===== src/rtl/bmd_pkg.sv =====
package bmd_pkg;
  localparam int OFS_CMD = 0;
  localparam int OFS_STS = 2;
  localparam int OFS_PTR = 4;
  localparam int CMD_RUN_BIT = 0;
  localparam int CMD_DIR_BIT = 3;
  localparam int STS_ACT_BIT = 0;
  localparam int STS_ERR_BIT = 1;
  localparam int STS_INT_BIT = 2;
  localparam int STS_CAP_LO = 5;
  localparam int DESC_LAST_BIT = 31;

  typedef enum logic [2:0] {
    W_IDLE,
    W_FETCH_BASE,
    W_FETCH_CNT,
    W_MOVE,
    W_DRAIN
  } walk_state_e;
endpackage


===== src/rtl/bmd_regs.sv =====
module bmd_regs
  import bmd_pkg::*;
#(
  parameter int ADDR_W = 32
) (
  input  logic              clk_i,
  input  logic              rst_ni,
  input  logic              wr_i,
  input  logic [2:0]        addr_i,
  input  logic [7:0]        wdata_i,
  output logic [7:0]        rdata_o,
  input  logic              busy_i,
  input  logic              fault_i,
  input  logic              drive_irq_i,
  output logic              start_o,
  output logic              stop_o,
  output logic              dir_o,
  output logic [ADDR_W-1:0] ptr_o,
  output logic              intr_o
);
  localparam int PTR_BYTES = ADDR_W / 8;

  logic              run_q, dir_q, err_q, intr_q;
  logic [1:0]        cap_q;
  logic [ADDR_W-1:0] ptr_q;
  logic              cmd_wr, sts_wr;

  assign cmd_wr  = wr_i && (addr_i == 3'(OFS_CMD));
  assign sts_wr  = wr_i && (addr_i == 3'(OFS_STS));
  assign start_o = cmd_wr && wdata_i[CMD_RUN_BIT] && !run_q;
  assign stop_o  = cmd_wr && !wdata_i[CMD_RUN_BIT] && run_q;
  assign dir_o   = dir_q;
  assign ptr_o   = ptr_q;
  assign intr_o  = intr_q;

  always_ff @(posedge clk_i or negedge rst_ni) begin
    if (!rst_ni) begin
      run_q  <= 1'b0;
      dir_q  <= 1'b0;
      err_q  <= 1'b0;
      intr_q <= 1'b0;
      cap_q  <= 2'b00;
    end else begin
      if (cmd_wr) begin
        run_q <= wdata_i[CMD_RUN_BIT];
        if (!run_q) dir_q <= wdata_i[CMD_DIR_BIT];
      end
      if (sts_wr) cap_q <= wdata_i[STS_CAP_LO+1:STS_CAP_LO];
      // hardware set beats software clear
      if (fault_i) err_q <= 1'b1;
      else if (sts_wr && wdata_i[STS_ERR_BIT]) err_q <= 1'b0;
      if (drive_irq_i) intr_q <= 1'b1;
      else if (sts_wr && wdata_i[STS_INT_BIT]) intr_q <= 1'b0;
    end
  end

  for (genvar b = 0; b < PTR_BYTES; b++) begin : g_ptr
    localparam logic [7:0] MASK = (b == 0) ? 8'hFC : 8'hFF;
    always_ff @(posedge clk_i or negedge rst_ni) begin
      if (!rst_ni) ptr_q[8*b +: 8] <= 8'h00;
      else if (wr_i && addr_i == 3'(OFS_PTR + b)) ptr_q[8*b +: 8] <= wdata_i & MASK;
    end
  end

  always_comb begin
    rdata_o = 8'h00;
    case (addr_i)
      3'(OFS_CMD): begin
        rdata_o[CMD_RUN_BIT] = run_q;
        rdata_o[CMD_DIR_BIT] = dir_q;
      end
      3'(OFS_STS): begin
        rdata_o[STS_ACT_BIT] = busy_i;
        rdata_o[STS_ERR_BIT] = err_q;
        rdata_o[STS_INT_BIT] = intr_q;
        rdata_o[STS_CAP_LO+1:STS_CAP_LO] = cap_q;
      end
      default: begin
        for (int b = 0; b < PTR_BYTES; b++)
          if (addr_i == 3'(OFS_PTR + b)) rdata_o = ptr_q[8*b +: 8];
      end
    endcase
  end


  dir_frozen_chk: assert property (@(posedge clk_i) disable iff (!rst_ni)
    run_q |=> $stable(dir_q));

  intr_w1c_chk: assert property (@(posedge clk_i) disable iff (!rst_ni)
    (sts_wr && wdata_i[STS_INT_BIT] && !drive_irq_i) |=> !intr_q);

  intr_set_chk: assert property (@(posedge clk_i) disable iff (!rst_ni)
    drive_irq_i |=> intr_q);

  cap_rw_chk: assert property (@(posedge clk_i) disable iff (!rst_ni)
    sts_wr |=> (cap_q == $past(wdata_i[STS_CAP_LO+1:STS_CAP_LO])));
endmodule


===== src/rtl/bmd_walker.sv =====
module bmd_walker
  import bmd_pkg::*;
#(
  parameter int ADDR_W     = 32,
  parameter int BEAT_BYTES = 4,
  parameter int CNT_W      = 16
) (
  input  logic              clk_i,
  input  logic              rst_ni,
  input  logic              start_i,
  input  logic              stop_i,
  input  logic [ADDR_W-1:0] ptr_i,
  input  logic              drive_irq_i,
  output logic              mem_req_o,
  output logic [ADDR_W-1:0] mem_addr_o,
  input  logic              mem_ack_i,
  input  logic              mem_err_i,
  input  logic [31:0]       mem_rdata_i,
  output logic              xfer_req_o,
  output logic [ADDR_W-1:0] xfer_addr_o,
  input  logic              xfer_ack_i,
  output logic              busy_o,
  output logic              fault_o
);
  localparam int REM_W = CNT_W + 1;
  localparam logic [REM_W-1:0] FULL_LEN = {1'b1, {CNT_W{1'b0}}};
  localparam logic [REM_W-1:0] BEAT_R   = REM_W'(BEAT_BYTES);

  walk_state_e       state_q;
  logic [ADDR_W-1:0] ptr_q, addr_q;
  logic [REM_W-1:0]  rem_q;
  logic              last_q;
  logic [CNT_W-1:0]  cnt_field;
  logic              fetching;

  assign cnt_field   = mem_rdata_i[CNT_W-1:0];
  assign fetching    = (state_q == W_FETCH_BASE) || (state_q == W_FETCH_CNT);
  assign mem_req_o   = fetching;
  assign mem_addr_o  = (state_q == W_FETCH_CNT) ? ptr_q + ADDR_W'(4) : ptr_q;
  assign xfer_req_o  = (state_q == W_MOVE);
  assign xfer_addr_o = addr_q;
  assign busy_o      = (state_q != W_IDLE);
  assign fault_o     = fetching && mem_ack_i && mem_err_i && !stop_i;

  always_ff @(posedge clk_i or negedge rst_ni) begin
    if (!rst_ni) begin
      state_q <= W_IDLE;
      ptr_q   <= '0;
      addr_q  <= '0;
      rem_q   <= '0;
      last_q  <= 1'b0;
    end else if (stop_i) begin
      state_q <= W_IDLE;
    end else if (start_i) begin
      state_q <= W_FETCH_BASE;
      ptr_q   <= ptr_i;
    end else begin
      case (state_q)
        W_FETCH_BASE: if (mem_ack_i) begin
          if (mem_err_i) state_q <= W_IDLE;
          else begin
            addr_q  <= mem_rdata_i[ADDR_W-1:0];
            state_q <= W_FETCH_CNT;
          end
        end
        W_FETCH_CNT: if (mem_ack_i) begin
          if (mem_err_i) state_q <= W_IDLE;
          else begin
            rem_q   <= (cnt_field == '0) ? FULL_LEN : {1'b0, cnt_field};
            last_q  <= mem_rdata_i[DESC_LAST_BIT];
            ptr_q   <= ptr_q + ADDR_W'(8);
            state_q <= W_MOVE;
          end
        end
        W_MOVE: if (xfer_ack_i) begin
          addr_q <= addr_q + ADDR_W'(BEAT_BYTES);
          if (rem_q <= BEAT_R) state_q <= last_q ? W_DRAIN : W_FETCH_BASE;
          else rem_q <= rem_q - BEAT_R;
        end
        W_DRAIN: if (drive_irq_i) state_q <= W_IDLE;
        default: state_q <= W_IDLE;
      endcase
    end
  end


  one_port_chk: assert property (@(posedge clk_i) disable iff (!rst_ni)
    $onehot0({mem_req_o, xfer_req_o}));

  fetch_hold_chk: assert property (@(posedge clk_i) disable iff (!rst_ni)
    (mem_req_o && !mem_ack_i && !stop_i) |=> (mem_req_o && $stable(mem_addr_o)));

  stop_idle_chk: assert property (@(posedge clk_i) disable iff (!rst_ni)
    stop_i |=> !busy_o);
endmodule


===== src/rtl/bmd_engine.sv =====
module bmd_engine
  import bmd_pkg::*;
#(
  parameter int ADDR_W     = 32,
  parameter int BEAT_BYTES = 4,
  parameter int CNT_W      = 16
) (
  input  logic              clk_i,
  input  logic              rst_ni,
  input  logic              reg_wr_i,
  input  logic [2:0]        reg_addr_i,
  input  logic [7:0]        reg_wdata_i,
  output logic [7:0]        reg_rdata_o,
  output logic              mem_req_o,
  output logic [ADDR_W-1:0] mem_addr_o,
  input  logic              mem_ack_i,
  input  logic              mem_err_i,
  input  logic [31:0]       mem_rdata_i,
  output logic              xfer_req_o,
  output logic [ADDR_W-1:0] xfer_addr_o,
  output logic              xfer_wr_mem_o,
  input  logic              xfer_ack_i,
  input  logic              drive_irq_i,
  output logic              irq_o
);
  logic              start, stop, dir, busy, fault;
  logic [ADDR_W-1:0] ptr;

  bmd_regs #(.ADDR_W(ADDR_W)) u_regs (
    .clk_i(clk_i), .rst_ni(rst_ni),
    .wr_i(reg_wr_i), .addr_i(reg_addr_i), .wdata_i(reg_wdata_i), .rdata_o(reg_rdata_o),
    .busy_i(busy), .fault_i(fault), .drive_irq_i(drive_irq_i),
    .start_o(start), .stop_o(stop), .dir_o(dir), .ptr_o(ptr), .intr_o(irq_o)
  );

  bmd_walker #(.ADDR_W(ADDR_W), .BEAT_BYTES(BEAT_BYTES), .CNT_W(CNT_W)) u_walk (
    .clk_i(clk_i), .rst_ni(rst_ni),
    .start_i(start), .stop_i(stop), .ptr_i(ptr), .drive_irq_i(drive_irq_i),
    .mem_req_o(mem_req_o), .mem_addr_o(mem_addr_o), .mem_ack_i(mem_ack_i),
    .mem_err_i(mem_err_i), .mem_rdata_i(mem_rdata_i),
    .xfer_req_o(xfer_req_o), .xfer_addr_o(xfer_addr_o), .xfer_ack_i(xfer_ack_i),
    .busy_o(busy), .fault_o(fault)
  );

  assign xfer_wr_mem_o = dir;


  fetch_err_halt_chk: assert property (@(posedge clk_i) disable iff (!rst_ni)
    (mem_req_o && mem_ack_i && mem_err_i) |=> (!mem_req_o && !xfer_req_o));
endmodule


===== config.mk =====
export PLATFORM = sky130hd
export DESIGN_NAME = bmd_engine
export DESIGN_NICKNAME = d
export VERILOG_FILES = /design/src/rtl/bmd_pkg.sv /design/src/rtl/bmd_regs.sv /design/src/rtl/bmd_walker.sv /design/src/rtl/bmd_engine.sv
export SDC_FILE = /design/constraint.sdc
export NUM_CORES = 1
export LEC_CHECK = 0
export BUFFER_PORTS_ARGS = -buffer_cell sky130_fd_sc_hd__buf_2
export CAP_MARGIN = 15
export CORE_MARGIN = 8
export CORE_UTILIZATION = 60
export DETAILED_ROUTE_END_ITERATION = 8
export PLACE_DENSITY = 0.9
export SLEW_MARGIN = 5
export SYNTH_ARGS = -nofsm -noshare
export SYNTH_HDL_FRONTEND = slang
export SYNTH_SLANG_ARGS = --single-unit

===== constraint.sdc =====
create_clock -name clk_i -period 4.1 [get_ports clk_i]
set_input_delay 0.205 -clock clk_i [delete_from_list [all_inputs] [get_ports clk_i]]
set_output_delay 0.205 -clock clk_i [all_outputs]
set_load 0.02 [all_outputs]

==> impl_results.md <==
- Status: finished clean
- Crit path kind: reg2out
- DR vias/cell: 6.82
- DRT iter0 DRCs: 1264
- Number of port buffers: 123
- Final period util: 0.719
- CTS Buf Count: 17
- Power Dens Cells: 693 nW/um^2
- Clock share of power: 0.219
- Setup Fix Bufs, Post-CTS: 0
- Hold Path Cell Cnt: 2
- Crit path from: u_walk.ptr_q[3]
- Clock tree root buffer cell: clkbuf_16
- Hold Path End: u_regs.ptr_o[4]
- WL final: 23800 microns
- Synth cell types: 85
- Tightest Pin Transition: 1.01 ns
- Io pins: 126
- Sinks on the clock net: 119
- Reg2Reg Depth: 7
- Tmin final: 2.95 ns
- Die span in x: 129 microns
- Most common cell after layout, fill and taps aside: buf_2
- Fin. max-slew vios: 0
- CP Launch Type: flip-flop
- Sw Pwr: 2.68 mW
- Design area: 8820 sq um
- Die Ht: 129 microns
- Worst hold start: reg_wdata_i[4]
- FF-to-FF Start: u_walk.state_q[1]
- Post-Syn Instances: 857
- DR pass1 iterations: 6
- First-pass GRT wire length: 38000 microns
- Area Overhead vs Synth: 15.4%
- Clk slew on worst S/H paths: 0.05 ns
- Sum Neg Setup Slack: 0 ns
- Top FF cell, synth: dfrtp_1
- Critical path's largest stage delay: 0.49 ns
- Core area: 12500 sq um
- Via count: 7753
- EDFF count, synth: 0
- Fmax: 339 MHz
- All-Layer GR Usage: 0.288
- TritonCTS clock tree: done
- Post-synth ARST share: 1.00
- Antenna-violating nets left: 0
- CP arrival: 2.74 ns
- Post-Syn Area: 7640 sq um
- Leak Pwr: 3.69 nW
- Vias in the first global route: 7299
- DRC errors left: 0
- Synth warn: 0
- DR WL/cell: 21.0 microns
- Post-synth top area share: 0.390
- Avg Cell Area, Syn: 8.91 sq um
- Capturing point of the worst reg2reg path: u_walk.rem_q[11]
- CTS Buffer Depth: 2
- CTS Hold Bufs: 2
- Rows: 41
- Fraction of the yosys area taken by sequential cells: 0.390
- Critical path capture point type: output port
- Sw Ratio: 0.439
- Cell Area, Placed: 8280 sq um
- Place WS: 1.52 ns
- Seq pwr share: 0.356
- Die area: 16600 sq um
- Worst path bufs/invs: 1
- RSZ-0062 raised after global routing: no
- Post-cts gate resize count: 0
- Final worst-path setup slack: 1.15 ns
- Synth area leaders: dfrtp_1 (39%), mux2_2 (5.6%), nand2_1 (4.8%)
- Max_cap viols: 0
- Synth area leader: dfrtp_1
- Top delay family on crit path: simple AND/OR/NAND/NOR gates
- Crit path max fanout: 7
- Layout cell share with drive strength beyond 1: 0.245
- Worst path slowest cell: dfrtp_1
- H-tree Lvls: 4
- Ant diodes: 0
- Commonest cells after routing, fill and taps aside: buf_2 (122), dfrtp_1 (119), nand2_1 (98)
- Gate power share: 0.425
- Final RePlAce weighted congestion: 0.937
- Final net count: 1009
- Cell internal pwr: 3.43 mW
- Final hold violations: 0
- HPWL after DPL: 16300 microns
- Initial core utilization: 0.610
- Grt total ovfl: 0
- CP required: 3.89 ns
- Largest net degree at the start of global routing: 59
- Initial antenna violation count: 1
- Max IR drop VDD: 0.407 mV
- # setup viols final: 0
- Hold Path Class: in2reg
- CP cell instances: ha_1, nand2_1, nor4_2, nand2b_1, nor4_1, xor2_1, buf_2
- Slew Limit Headroom: 0.325
- Clk_lat worst skew: 0.43 ns
- Worst R2R Setup Slack: 1.42 ns
- Yosys reg bits: 119
- Layout Skew: 0.00652 ns
[layer usage]
metal	wire length (microns)	vias up	GRT usage
li1	-	3412	-
met1	8960	3649	0.364
met2	11100	583	0.445
met3	2820	107	0.0906
met4	908	2	0.130
met5	13	-	0
[state kept, by name, indices dropped and copies added (netlist names)]
register,cells
u_regs.cap_q,2
u_regs.dir_o,1
u_regs.err_q,1
u_regs.intr_o,1
u_regs.ptr_o,30
u_regs.run_q,1
u_walk.last_q,1
u_walk.ptr_q,30
u_walk.rem_q,17
u_walk.state_q,3
u_walk.xfer_addr_o,32
[Yosys cell counts (all sizes together) (7+ instances only)]
| cell | instances |
|---|---|
| dfrtp | 119 |
| nand2 | 98 |
| a21oi | 74 |
| nor2 | 59 |
| nand3 | 56 |
| o21ai | 46 |
| mux2 | 39 |
| clkbuf | 33 |
| buf | 31 |
| nand4 | 22 |
| a31oi | 20 |
| o22a | 20 |
| and3 | 19 |
| xnor2 | 19 |
| nor3 | 18 |
| o22ai | 15 |
| nor4 | 13 |
| xor2 | 12 |
| a2bb2oi | 11 |
| inv | 9 |
| a41oi | 8 |
| and2 | 7 |
| nand2b | 7 |
[kinds of logic after synthesis]
family | count (synthesis) | share of synthesized area
buf+inv | 73 | 0.0477
flops | 119 | 0.390
simple gates | 335 | 0.228
mux | 48 | 0.0791
xor+xnor | 31 | 0.0355
other cells | 1 | 0.000491
fa+ha+maj | 5 | 0.00819
compound gates | 245 | 0.211
[through the flow]
step | instances | util | power (mW) | hold WS, ns
after detailed placement | 1105 | 0.661 | 4.69 | 0.226
after global placement | 1105 | 0.661 | 4.60 | 0.217
after global routing | 1137 | 0.704 | 6.44 | 0.0679
after CTS | 1137 | 0.704 | 6.06 | 0.0658
after floorplan | 858 | - | 3.88 | -0.0906
final | 1137 | 0.704 | 6.11 | 0.0651
[final cells by class]
cell class / count / area [sq um]
Multi-Input combinational cell: 666 / 4310
Sequential cell: 119 / 2980
Inverter: 9 / 33.8
Clock inverter: 4 / 20.0
Tap cell: 172 / 215
Fill cell: 920 / 3700
Timing Repair Buffer: 141 / 758
Clock buffer: 26 / 499
[worst max path at each step]
| stage | end | slack (ns) | depth (start not counted) |
|---|---|---|---|
| after floorplan | mem_addr_o[24] | 1.89 | 6 |
| after global placement | u_walk.ptr_q[3] | 1.60 | 7 |
| after global routing | mem_addr_o[29] | 0.88 | 7 |
| after detailed placement | u_walk.ptr_q[3] | 1.52 | 7 |
| final | mem_addr_o[29] | 1.15 | 7 |
| after CTS | mem_addr_o[29] | 1.23 | 6 |
[power by group through the flow]
| stage | clock network (mW) | registers, mW | logic [mW] |
|---|---|---|---|
| CTS | 1.34 | 2.14 | 2.58 |
| global placement | 0 | 2.13 | 2.47 |
| global route | 1.40 | 2.22 | 2.82 |
| finish | 1.34 | 2.18 | 2.60 |
| floorplan | 0 | 2.12 | 1.76 |
| detailed placement | 0 | 2.15 | 2.54 |
No activity file was read; power rests on OpenSTA's default activity.
